==> src/rtl/busSeqPkg.sv <==
package busSeqPkg;

  typedef enum logic [2:0] {
    KIND_FETCH  = 3'd0,
    KIND_MEM_RD = 3'd1,
    KIND_MEM_WR = 3'd2,
    KIND_IO_RD  = 3'd3,
    KIND_IO_WR  = 3'd4
  } cycleKind_t;

  typedef enum logic [2:0] {
    ST_IDLE = 3'd0,
    ST_T1   = 3'd1,
    ST_T2   = 3'd2,
    ST_T3   = 3'd3,
    ST_T4   = 3'd4
  } tState_t;

  // strobes from the control to the datapath
  typedef struct packed {
    logic latchReq;     // capture address and write byte
    logic latchRd;      // capture incoming byte at this edge
    logic cycleActive;  // some T-state in progress
    logic driveAddr;    // low address byte on shared lines
    logic driveData;    // write byte on shared lines
  } seqStrobe_t;

endpackage

==> src/rtl/busSeqCtrl.sv <==
module busSeqCtrl
  import busSeqPkg::*;
(
  input  logic       clk,
  input  logic       rstN,
  input  logic       reqValid,
  input  logic [2:0] reqKind,
  output logic       reqReady,
  output logic       ale,
  output logic       rdN,
  output logic       wrN,
  output logic       ioM,
  output logic       s1,
  output logic       s0,
  output logic       done,
  output seqStrobe_t strb
);

  tState_t    state, stateNext;
  cycleKind_t kindQ;
  logic       kindOk, isFetch, isRead, isWrite, isIo, busy, dataPhase;

  assign kindOk = (reqKind <= 3'd4);

  always_ff @(posedge clk or negedge rstN) begin
    if (!rstN) begin
      state <= ST_IDLE;
      kindQ <= KIND_FETCH;
    end else begin
      state <= stateNext;
      if (strb.latchReq) kindQ <= cycleKind_t'(reqKind);
    end
  end

  always_comb begin
    stateNext = state;
    unique case (state)
      ST_IDLE: if (strb.latchReq) stateNext = ST_T1;
      ST_T1:   stateNext = ST_T2;
      ST_T2:   stateNext = ST_T3;
      ST_T3:   stateNext = isFetch ? ST_T4 : ST_IDLE;
      ST_T4:   stateNext = ST_IDLE;
      default: stateNext = ST_IDLE;
    endcase
  end

  assign isFetch   = (kindQ == KIND_FETCH);
  assign isRead    = isFetch || (kindQ == KIND_MEM_RD) || (kindQ == KIND_IO_RD);
  assign isWrite   = (kindQ == KIND_MEM_WR) || (kindQ == KIND_IO_WR);
  assign isIo      = (kindQ == KIND_IO_RD) || (kindQ == KIND_IO_WR);
  assign busy      = (state != ST_IDLE);
  assign dataPhase = (state == ST_T2) || (state == ST_T3);

  assign reqReady = !busy;
  assign ale      = (state == ST_T1);
  assign rdN      = !(isRead && dataPhase);
  assign wrN      = !(isWrite && dataPhase);
  assign ioM      = busy && isIo;
  assign s1       = busy && isRead;
  assign s0       = busy && (isFetch || isWrite);
  assign done     = ((state == ST_T3) && !isFetch) || (state == ST_T4);

  assign strb.latchReq    = reqReady && reqValid && kindOk;
  assign strb.latchRd     = (state == ST_T3) && isRead;
  assign strb.cycleActive = busy;
  assign strb.driveAddr   = (state == ST_T1);
  assign strb.driveData   = isWrite && dataPhase;


  no_dual_strobe_chk: assert property (@(posedge clk) disable iff (!rstN)
    !(!rdN && !wrN));

  ale_quiet_chk: assert property (@(posedge clk) disable iff (!rstN)
    ale |-> (rdN && wrN));

  done_idle_chk: assert property (@(posedge clk) disable iff (!rstN)
    done |=> reqReady);

  rd_after_ale_chk: assert property (@(posedge clk) disable iff (!rstN)
    $fell(rdN) |-> $past(ale));

  status_hold_chk: assert property (@(posedge clk) disable iff (!rstN)
    (!reqReady && !$past(reqReady)) |-> $stable({s1, s0, ioM}));

endmodule

==> src/rtl/busSeqDatapath.sv <==
module busSeqDatapath
  import busSeqPkg::*;
#(
  parameter int ADDR_W = 16,
  parameter int DATA_W = 8
) (
  input  logic                     clk,
  input  logic                     rstN,
  input  seqStrobe_t               strb,
  input  logic [ADDR_W-1:0]        reqAddr,
  input  logic [DATA_W-1:0]        reqWdata,
  input  logic [DATA_W-1:0]        adIn,
  output logic [ADDR_W-DATA_W-1:0] addrHi,
  output logic [DATA_W-1:0]        adOut,
  output logic                     adOe,
  output logic [DATA_W-1:0]        rdData
);

  localparam int HI_W = ADDR_W - DATA_W;

  logic [ADDR_W-1:0] addrQ;
  logic [DATA_W-1:0] wdataQ;

  always_ff @(posedge clk or negedge rstN) begin
    if (!rstN) begin
      addrQ  <= '0;
      wdataQ <= '0;
      rdData <= '0;
    end else begin
      if (strb.latchReq) begin
        addrQ  <= reqAddr;
        wdataQ <= reqWdata;
      end
      if (strb.latchRd) rdData <= adIn;
    end
  end

  assign addrHi = strb.cycleActive ? addrQ[ADDR_W-1 -: HI_W] : '0;
  assign adOe   = strb.driveAddr || strb.driveData;
  assign adOut  = strb.driveAddr ? addrQ[DATA_W-1:0]
                : (strb.driveData ? wdataQ : '0);


  addr_hold_chk: assert property (@(posedge clk) disable iff (!rstN)
    (strb.cycleActive && $past(strb.cycleActive)) |-> $stable(addrHi));

  rd_keep_chk: assert property (@(posedge clk) disable iff (!rstN)
    !$past(strb.latchRd) |-> $stable(rdData));

endmodule

==> src/rtl/busCycleSeq.sv <==
module busCycleSeq
  import busSeqPkg::*;
#(
  parameter int ADDR_W = 16,
  parameter int DATA_W = 8
) (
  input  logic                     clk,
  input  logic                     rstN,
  input  logic                     reqValid,
  input  logic [2:0]               reqKind,
  input  logic [ADDR_W-1:0]        reqAddr,
  input  logic [DATA_W-1:0]        reqWdata,
  output logic                     reqReady,
  output logic [ADDR_W-DATA_W-1:0] addrHi,
  output logic [DATA_W-1:0]        adOut,
  output logic                     adOe,
  input  logic [DATA_W-1:0]        adIn,
  output logic                     ale,
  output logic                     rdN,
  output logic                     wrN,
  output logic                     ioM,
  output logic                     s1,
  output logic                     s0,
  output logic [DATA_W-1:0]        rdData,
  output logic                     done
);

  seqStrobe_t strb;

  busSeqCtrl uCtrl (
    .clk(clk), .rstN(rstN), .reqValid(reqValid), .reqKind(reqKind),
    .reqReady(reqReady), .ale(ale), .rdN(rdN), .wrN(wrN), .ioM(ioM),
    .s1(s1), .s0(s0), .done(done), .strb(strb)
  );

  busSeqDatapath #(.ADDR_W(ADDR_W), .DATA_W(DATA_W)) uDp (
    .clk(clk), .rstN(rstN), .strb(strb), .reqAddr(reqAddr),
    .reqWdata(reqWdata), .adIn(adIn), .addrHi(addrHi), .adOut(adOut),
    .adOe(adOe), .rdData(rdData)
  );


  ale_single_chk: assert property (@(posedge clk) disable iff (!rstN)
    ale |=> !ale);

  read_release_chk: assert property (@(posedge clk) disable iff (!rstN)
    !rdN |-> !adOe);

endmodule

==> config.mk <==
export PLATFORM = sky130hd
export DESIGN_NAME = busCycleSeq
export DESIGN_NICKNAME = d
export VERILOG_FILES = /design/src/rtl/busSeqPkg.sv /design/src/rtl/busSeqCtrl.sv /design/src/rtl/busSeqDatapath.sv /design/src/rtl/busCycleSeq.sv
export SDC_FILE = /design/constraint.sdc
export NUM_CORES = 1
export LEC_CHECK = 0
export BUFFER_PORTS_ARGS = -buffer_cell sky130_fd_sc_hd__buf_2
export CAP_MARGIN = 5
export CORE_AREA = 2 2 74 104
export DETAILED_ROUTE_END_ITERATION = 8
export DIE_AREA = 0 0 76 106
export HOLD_SLACK_MARGIN = 0.03
export PLACE_DENSITY = 0.54
export SYNTH_ARGS = -nofsm -noshare
export SYNTH_HDL_FRONTEND = slang
export SYNTH_SLANG_ARGS = --single-unit
==> constraint.sdc <==
create_clock -name clk -period 2.1 [get_ports clk]
set_input_delay 0 -clock clk [delete_from_list [all_inputs] [get_ports clk]]
set_output_delay 0 -clock clk [all_outputs]
set_load 0.02 [all_outputs]
==> qor.yml, run 1 <==
placeableCoreArea_um2: 7180
start_kind: "flop"
cts.sinks: 38
synth_seq_area_share: 0.530
rows: 37
die_w_um: 76
clk_path_buf_depth: 2
cts-root-buf: "clkbuf_8"
hold-worst-slack_ns: 0.0558
syn-num-nets: 161
start_util: 0.250
wl_um: 4220
drive_above_1_share: 0.526
htreeDepth: 2
grt_max_degree: 39
cts_hold_buf: 36
p_sw_w: 0.00162
yosys_warnings: 0
dieArea_um2: 8060
arrival_ns: 1.76
required_ns: 2.10
vdd_drop_max_uv: 711
cts_resized: 0
holdCritStartpoint: "reqValid"
placed_area_um2: 2240
finish.instance_area_um2: 2700
startpoint: "uCtrl.kindQ[2]"
dp_hpwl_um: 2720
cts_made_buffers: 5
n_fill_cell: 687
io_pins: 71
dr.pass1.iters: 2
dpl_worst_slack_ns: 0.440
status: "completed"
seqPwrFrac: 0.347
slew_violations: 0
die_h_um: 106
layout_commonest_cell: "buf_2"
syn_area_um2: 1790
cts_tree: "built"
tightest_slew_ns: 0.874
grt_pass1_vias: 1454
drcViolationCount: 0
internal_power_w: 0.00241
max_slew_margin: 0.417
ys_ff_latch: 38
utilization: 0.377
path_delay_family: "flip-flops"
vias: 1375
path_class: "reg -> out"
ant_nets: 0
mostFrequentLayoutCells: "70 x buf_2, 38 x dfrtp_1, 36 x dlygate4sd3_1"
first_iter_violations: 8
clkPwrFrac: 0.133
register_area_um2: 951
grt_usage: 0.108
nNetsFinal: 271
period_needed_ns: 1.76
cts.clk_slew.worst_paths_ns: 0.08
syn2layout_area_growth_pct: 50.6
grt_first_pass_wirelength_um: 6880
setup_tns_ns: 0
worstPathMaxFanout: 10
clock.fmax_mhz: 567
wl_per_cell_um: 12.8
fin_skew_ns: 0.00683
power_density_nw_per_um2: 1490
slowest_delay_ns: 0.53
cp.buffers_inverters: 2
fin_crit_sh: 0.840
path_cells: "xnor2_1 -> nor3_2 -> buf_4 -> or2_2 -> buf_2"
setup_viol: 0
pwr-share-comb: 0.520
synth_cell_type_count: 26
multi_input_area_um2: 787
finalWorstSetupSlack_ns: 0.336
min_path_type: "in -> reg"
synthCells: 123
grt_overflow: 0
max_cap_violations: 0
globalplace.congestion: 0.681
p_leak_nw: 1.32
rsz0062_at_grt: "false"
worst_setup_path_end_kind: "output pin"
clk_latency_ns: 0.29
antenna_found_initial: 0
syn_avg_cell_area_um2: 14.6
diodes: 0
routed_via_density: 4.15
io_buffers: 70
rr_startpoint: "uCtrl.state[2]"
switching_share: 0.403
final_hold_viol_count: 0
crit_slowest_cell: "dfrtp_1"
post_cts_buffers: 0
synthesized netlist by cell type (all sizes together):
cell type / number / share of area
or2: 1 / 0.0035
a21oi: 2 / 0.0056
buf: 6 / 0.027
nand3: 1 / 0.0098
nand2: 1 / 0.0021
mux2: 35 / 0.26
xnor2: 2 / 0.0098
dfrtp: 38 / 0.53
a22o: 8 / 0.039
nor3b: 1 / 0.0070
nor2: 3 / 0.0063
o2bb2ai: 1 / 0.0049
clkbuf: 1 / 0.0021
nand2b: 1 / 0.0035
a211oi: 1 / 0.0042
inv: 1 / 0.0021
nand3b: 2 / 0.0084
nor4: 1 / 0.0035
nor3: 6 / 0.032
nor2b: 9 / 0.031
o21ai: 1 / 0.0028
or3: 1 / 0.0035
per-stage QoR:
step / total power [W] / cells
CTS: 0.00408 / 331
detailed placement: 0.00345 / 287
global placement: 0.00344 / 287
floorplan: 0.00287 / 123
finish: 0.00403 / 331
global route: 0.00431 / 331
registers in the layout (all words and copies together), names as in the netlist:
signal / count
uDp.addrQ: 16
uDp.rdData: 8
uDp.wdataQ: 8
uCtrl.kindQ: 3
uCtrl.state: 3
power groups by stage:
stage          logic (W)  registers, W  clock network (W)
3_5_place_dp     0.00206       0.00140                  0
5_1_grt          0.00225       0.00145           0.000604
4_1_cts          0.00211       0.00139           0.000576
2_1_floorplan    0.00151       0.00136                  0
3_3_place_gp     0.00205       0.00140                  0
6_report         0.00209       0.00140           0.000538
worst reg2reg max path, delay by kind of cell (launching register included):
| kind | cells | cell delay (ns) |
|---|---|---|
| AND/OR/NAND/NOR | 2 | 0.68 |
| flip-flops | 1 | 0.48 |
| multiplexers | 1 | 0.39 |
path summary, 6_finish.rpt:
check	endpoint	cells after the start	slack, ns
setup / recovery	adOe	5	0.34
hold / removal	uCtrl.state[0]	3	0.06
setup reg to reg	uDp.rdData[4]	3	0.44
hold reg to reg	uDp.addrQ[9]	1	0.50
max in group asynchronous	uCtrl.state[0]	2	1.19
min in group asynchronous	uDp.addrQ[2]	2	0.36
cells by family (layout without fill, tap and decap cells):
logic type | count (synthesis) | count (layout) | share of synthesized area
AOI/OAI and AO/OA | 13 | 13 | 0.0565
xor gates and xnor gates | 2 | 2 | 0.00976
buffers and inverters | 8 | 119 | 0.0314
DFF | 38 | 38 | 0.530
muxes | 35 | 35 | 0.262
and+or+nand+nor | 27 | 27 | 0.111
per-layer routing:
| metal | global-route usage | routed length (um) | share of wire | vias up |
|---|---|---|---|---|
| met5 | 0 | 0 | 0 | - |
| met4 | 0.0273 | 23 | 0.0054 | 0 |
| met3 | 0.0280 | 260 | 0.062 | 4 |
| met2 | 0.191 | 2120 | 0.50 | 57 |
| met1 | 0.129 | 1820 | 0.43 | 658 |
| li1 | - | - | - | 656 |
layout make-up:
class / count / area share
Clock inverter: 2 / 0.00602
Multi-Input combinational cell: 77 / 0.291
Tap cell: 97 / 0.0449
Clock buffer: 6 / 0.0306
Inverter: 1 / 0.00139
Sequential cell: 38 / 0.352
Timing Repair Buffer: 110 / 0.274
(Power assumes the default switching activity.)
==> run 2, diff against run 1 <==
Clock period 2.1 ns to 1.8 ns, I/O delays scaled along.
==> run 2 against run 1 <==
  * Clock power up 4.8%
  * Worst hold slack better by 0.0055 ns
  * Highest routed layer unchanged
  * Critical path type unchanged
  * Power up 16%
  * Utilization up 0.33 points
  * Final cell count up 1.2%
  * Sequential cell count unchanged
  * Sequential power up 14%
  * Critical path depth unchanged
  * Count of clock-buffer cells in the layout down 1
==> qor.yml, run 2 (synthesized netlist as in run 1, its figures left out) <==
nNetsFinal: 276  # +1.8%
rsz0062_at_grt: "false"
status: "completed"
power_density_nw_per_um2: 1710  # +15%
routed_via_density: 4.13  # -0.55%
fin_skew_ns: 0.0120  # +0.00518 ns
tightest_slew_ns: 0.444  # -0.430 ns
arrival_ns: 1.68  # -0.08 ns
largest_reg_flops: 16  # unchanged
cts-root-buf: "clkbuf_8"
layout_commonest_cell: "buf_2"
max_slew_margin: 0.701  # +0.283
reg_top3: "uDp.addrQ x16, uDp.rdData x8, uDp.wdataQ x8"
p_leak_nw: 1.33  # +0.83%
drive_above_1_share: 0.538  # +0.0122
dp_hpwl_um: 2900  # +6.7%
placeableCoreArea_um2: 7180  # unchanged
setup_viol: 0  # unchanged
worst_setup_path_end_kind: "output pin"
die_w_um: 76  # unchanged
required_ns: 1.80  # -0.30 ns
dpl.cell_count: 292  # +1.7%
fin_crit_sh: 0.931
dieArea_um2: 8060  # unchanged
wl_um: 4040  # -4.4%
final_hold_viol_count: 0  # unchanged
globalplace.congestion: 0.664  # -2.5%
grt_pass1_vias: 1412  # -2.9%
cts.sinks: 38  # unchanged
grt_first_pass_wirelength_um: 6760  # -1.7%
hold-worst-slack_ns: 0.0612  # +0.00549 ns
clk_path_buf_depth: 2  # unchanged
die_h_um: 106  # unchanged
slew_violations: 0  # unchanged
cts_tree: "built"
clk_latency_ns: 0.29  # about the same
dr.pass1.iters: 3  # +1
vias: 1384  # +0.65%
start_kind: "flop"
antenna_found_initial: 0  # unchanged
syn2layout_area_growth_pct: 52.0
io_pins: 71  # unchanged
rows: 37  # unchanged
top_register: "uDp.addrQ"
min_path_type: "in -> reg"
htreeDepth: 2  # unchanged
drcViolationCount: 0  # unchanged
setup_tns_ns: 0  # unchanged
wl_per_cell_um: 12.1  # -5.5%
fin_cells: 335  # +1.2%
max_cap_violations: 0  # unchanged
grt_overflow: 0  # unchanged
clock.fmax_mhz: 597
first_iter_violations: 6  # -2
worstPathMaxFanout: 10  # unchanged
io_buffers: 70  # unchanged
grt_usage: 0.104  # -0.00328
vdd_drop_max_uv: 858  # +21%
post_cts_buffers: 0  # unchanged
path_class: "reg -> out"
cts.clk_slew.worst_paths_ns: 0.08  # about the same
grt_max_degree: 20  # -49%
utilization: 0.380  # +0.00331
cts_made_buffers: 5  # unchanged
diodes: 0  # unchanged
start_util: 0.250  # unchanged
ant_nets: 0  # unchanged
mostFrequentLayoutCells: "70 x buf_2, 37 x dfrtp_1, 36 x dlygate4sd3_1"
period_needed_ns: 1.68
total_power_w: 0.00467  # +16%
[run 2: worst paths after layout]
| kind | startpoint | to | slack, ns | cells after the start |
|---|---|---|---|---|
| setup / recovery | uCtrl.kindQ[2] | adOe | 0.12 | 5 |
| hold / removal | reqValid | uCtrl.state[0] | 0.06 | 3 |
| setup reg to reg | uCtrl.state[2] | uDp.rdData[7] | 0.21 | 3 |
| hold reg to reg | uDp.addrQ[10] | uDp.addrQ[10] | 0.50 | 1 |
| max in group asynchronous | rstN | uCtrl.kindQ[2] | 1.16 | 3 |
| min in group asynchronous | rstN | uDp.wdataQ[2] | 0.12 | 2 |
[run 2: per-stage QoR]
| step | setup WS (ns) | area (um^2) |
|---|---|---|
| finish | 0.124 | 2730 |
| global route | 0.0160 | 2730 |
| CTS | 0.0491 | 2730 |
| detailed placement | 0.207 | 2280 |
| global placement | 0.220 | 2280 |
| floorplan | 0.309 | 1790 |
[run 2: final cells by class]
| type | instances | area [um^2] |
|---|---|---|
| clock buffer | 5 | 68.8 |
| clock inverter | 2 | 15.0 |
| fill | 688 | 4450 |
| inverter | 1 | 3.75 |
| multi-input combinational | 77 | 787 |
| sequential | 38 | 952 |
| tap | 97 | 121 |
| timing repair buffer | 115 | 778 |
[run 2: critical path, stage by stage (launching register included)]
cell,delay (ns)
dfrtp_2,0.49
xnor2_1,0.21
nor3_2,0.06
buf_4,0.17
or2_2,0.29
buf_2,0.16
[run 2: what timing repair did]
action                                 CTS  global route
endpoints found under the hold margin   73             0
hold buffers                            36             0
setup endpoints to repair                0             1
resized for setup                        0             1
[run 2: power breakdown]
group	internal, W	leakage (nW)	switching, W
Clock	0.000264	0.0362	0.000299
Sequential	0.00129	0.453	0.000298
Combinational	0.00125	0.841	0.00127
Total	0.00280	1.33	0.00187
[run 2: metal layers]
metal  GRT usage  share of wire  up-vias
li1            -              -      663
met1       0.126           0.43      659
met2       0.179           0.49       57
met3      0.0340          0.068        5
met4      0.0273         0.0092        0
met5           0              0        -
==> run 3, diff against run 2 <==
Settings changed: CORE_AREA 2 2 74 104 to 2 2 57 80, DIE_AREA 0 0 76 106 to 0 0 59 82, PLACE_DENSITY 0.54 to 0.8.
==> run 3 against run 2 <==
  * Utilization increased by 27 points
  * Sequential share of layout area increased by 0.60 points
  * Worst setup slack improved by 0.015 ns
  * Critical path type unchanged
  * Sequential power about the same
  * Count of clock-buffer cells in the layout increased by 3
  * Design area decreased by 1.7%
  * Power increased by 3.1%
  * Clock power increased by 18%
  * Combinational power about the same
==> qor.yml, run 3 (synthesized netlist as in run 1, its figures left out) <==
dr.pass1.iters: 4  # +1
placed_area_um2: 2200  # -3.5%
dieArea_um2: 4840  # -40%
vdd_drop_max_uv: 1110  # +30%
path_cells: "buf_4 -> xnor2_2 -> nor3_2 -> buf_4 -> or2_2 -> buf_2"
rows: 28  # -24%
rsz0062_at_grt: "false"
fin_skew_ns: 0.00151  # -0.0105 ns
grt_overflow: 0  # unchanged
die_w_um: 59  # -22%
mostFrequentLayoutCells: "70 x buf_2, 37 x dfrtp_1, 36 x dlygate4sd3_1"
tightest_slew_ns: 0.840  # +0.395 ns
drive_above_1_share: 0.540  # +0.00227
grt_usage: 0.184  # +0.0796
slowest_delay_ns: 0.38  # -0.11 ns
first_iter_violations: 71  # +65
max_slew_margin: 0.440  # -0.260
period_needed_ns: 1.66  # -0.0149 ns
cts_made_buffers: 5  # unchanged
arrival_ns: 1.66  # -0.02 ns
required_ns: 1.80  # about the same
ant_nets: 0  # unchanged
top_register: "uDp.addrQ"
dpl.cell_count: 238  # -18%
utilization: 0.648  # +0.268
routed_via_density: 4.95  # +20%
fin_cells: 282  # -16%
diodes: 0  # unchanged
finish.instance_area_um2: 2680  # -1.7%
wl_per_cell_um: 14.4  # +20%
nNetsFinal: 274  # -0.72%
max_cap_violations: 0  # unchanged
grt_first_pass_wirelength_um: 6550  # -3.2%
antenna_found_initial: 0  # unchanged
power_density_nw_per_um2: 1800  # +4.9%
grt_max_degree: 39  # +95%
status: "completed"
layout_commonest_cell: "buf_2"
htreeDepth: 2  # unchanged
cts_tree: "built"
cts.clk_slew.worst_paths_ns: 0.07  # about the same
dp_hpwl_um: 2470  # -15%
io_pins: 71  # unchanged
largest_reg_flops: 16  # unchanged
final_hold_viol_count: 0  # unchanged
io_buffers: 70  # unchanged
fin_crit_sh: 0.923  # -0.00830
min_path_type: "in -> reg"
n_fill_cell: 319  # -54%
cp_common_cell: "buf_4"
cts-root-buf: "clkbuf_8"
setup_viol: 0  # unchanged
start_kind: "flop"
worstPathMaxFanout: 10  # unchanged
start_util: 0.434  # +0.184
clock.fmax_mhz: 602  # +0.90%
post_cts_buffers: 0  # unchanged
grt_pass1_vias: 1411  # -0.071%
clk_path_buf_depth: 2  # unchanged
vias: 1395  # +0.79%
cts.sinks: 38  # unchanged
wl_um: 4070  # +0.84%
reg_top3: "uDp.addrQ x16, uDp.rdData x8, uDp.wdataQ x8"
die_h_um: 82  # -23%
slew_violations: 0  # unchanged
setup_tns_ns: 0  # unchanged
globalplace.congestion: 0.756  # +14%
worst_setup_path_end_kind: "output pin"
crit_slowest_cell: "dfrtp_1"
clk_latency_ns: 0.28  # about the same
path_class: "reg -> out"
p_leak_nw: 1.35  # +1.3%
placeableCoreArea_um2: 4130  # -42%
syn2layout_area_growth_pct: 49.4
drcViolationCount: 0  # unchanged
## run 3: changes by cell type in the layout (fill, tap and decap cells not counted)
cell and delta:
buf_4 -2, clkbuf_8 +3, clkinvlp_4 -2, xnor2_1 -1, xnor2_2 +1
## run 3: path summary, 6_finish.rpt
kind | start | endpoint | slack [ns] | cells after the start
setup / recovery | uCtrl.kindQ[1] | adOe | 0.14 | 6
hold / removal | reqValid | uCtrl.state[0] | 0.05 | 3
hold reg to reg | uDp.rdData[1] | uDp.rdData[1] | 0.50 | 1
max in group asynchronous | rstN | uCtrl.kindQ[2] | 0.86 | 2
min in group asynchronous | rstN | uDp.rdData[7] | 0.36 | 2
setup reg to reg | uCtrl.state[2] | uDp.rdData[2] | 0.19 | 3
## run 3: worst max-delay path: cells and delay by family (launching register included)
kind | cells | cell delay, ns
buffers and inverters | 3 | 0.49
DFF | 1 | 0.38
and+or+nand+nor | 2 | 0.35
xor gates and xnor gates | 1 | 0.14
## run 3: area by class of cell
cell class | instances | area (um^2) | area share
clock buffer | 8 | 110 | 0.0411
inverter | 1 | 3.75 | 0.00140
multi-input combinational | 77 | 795 | 0.296
sequential | 38 | 952 | 0.355
tap | 45 | 56.3 | 0.0210
timing repair buffer | 113 | 763 | 0.285
## run 3: per-layer routing
layer	vias up	wire, um	global-route usage
met2	61	2130	0.328
met5	-	0	0
met3	7	244	0.0488
met4	0	56	0.0614
met1	662	1640	0.210
li1	665	-	-
## run 3: what timing repair did
| item | 4_1_cts | 5_1_grt |
|---|---|---|
| resized for setup | 0 | 2 |
| hold buffers | 36 | 0 |
| endpoints found under the hold margin | 73 | 0 |
| setup endpoints to repair | 0 | 9 |
## run 3: stage by stage
stage	hold slack [ns]	setup slack [ns]	power (W)
2_1_floorplan	-0.296	0.309	0.00335
3_3_place_gp	0.143	0.243	0.00401
3_5_place_dp	0.155	0.178	0.00405
4_1_cts	0.0465	0.0629	0.00480
5_1_grt	0.0592	0.0366	0.00514
6_report	0.0519	0.139	0.00481
## run 3: where the power goes
group	switching (W)	leakage [nW]	internal (W)	total [W]
combinational	0.00129	0.836	0.00126	0.00255
sequential	0.000307	0.453	0.00129	0.00159
clock	0.000282	0.0575	0.000386	0.000668
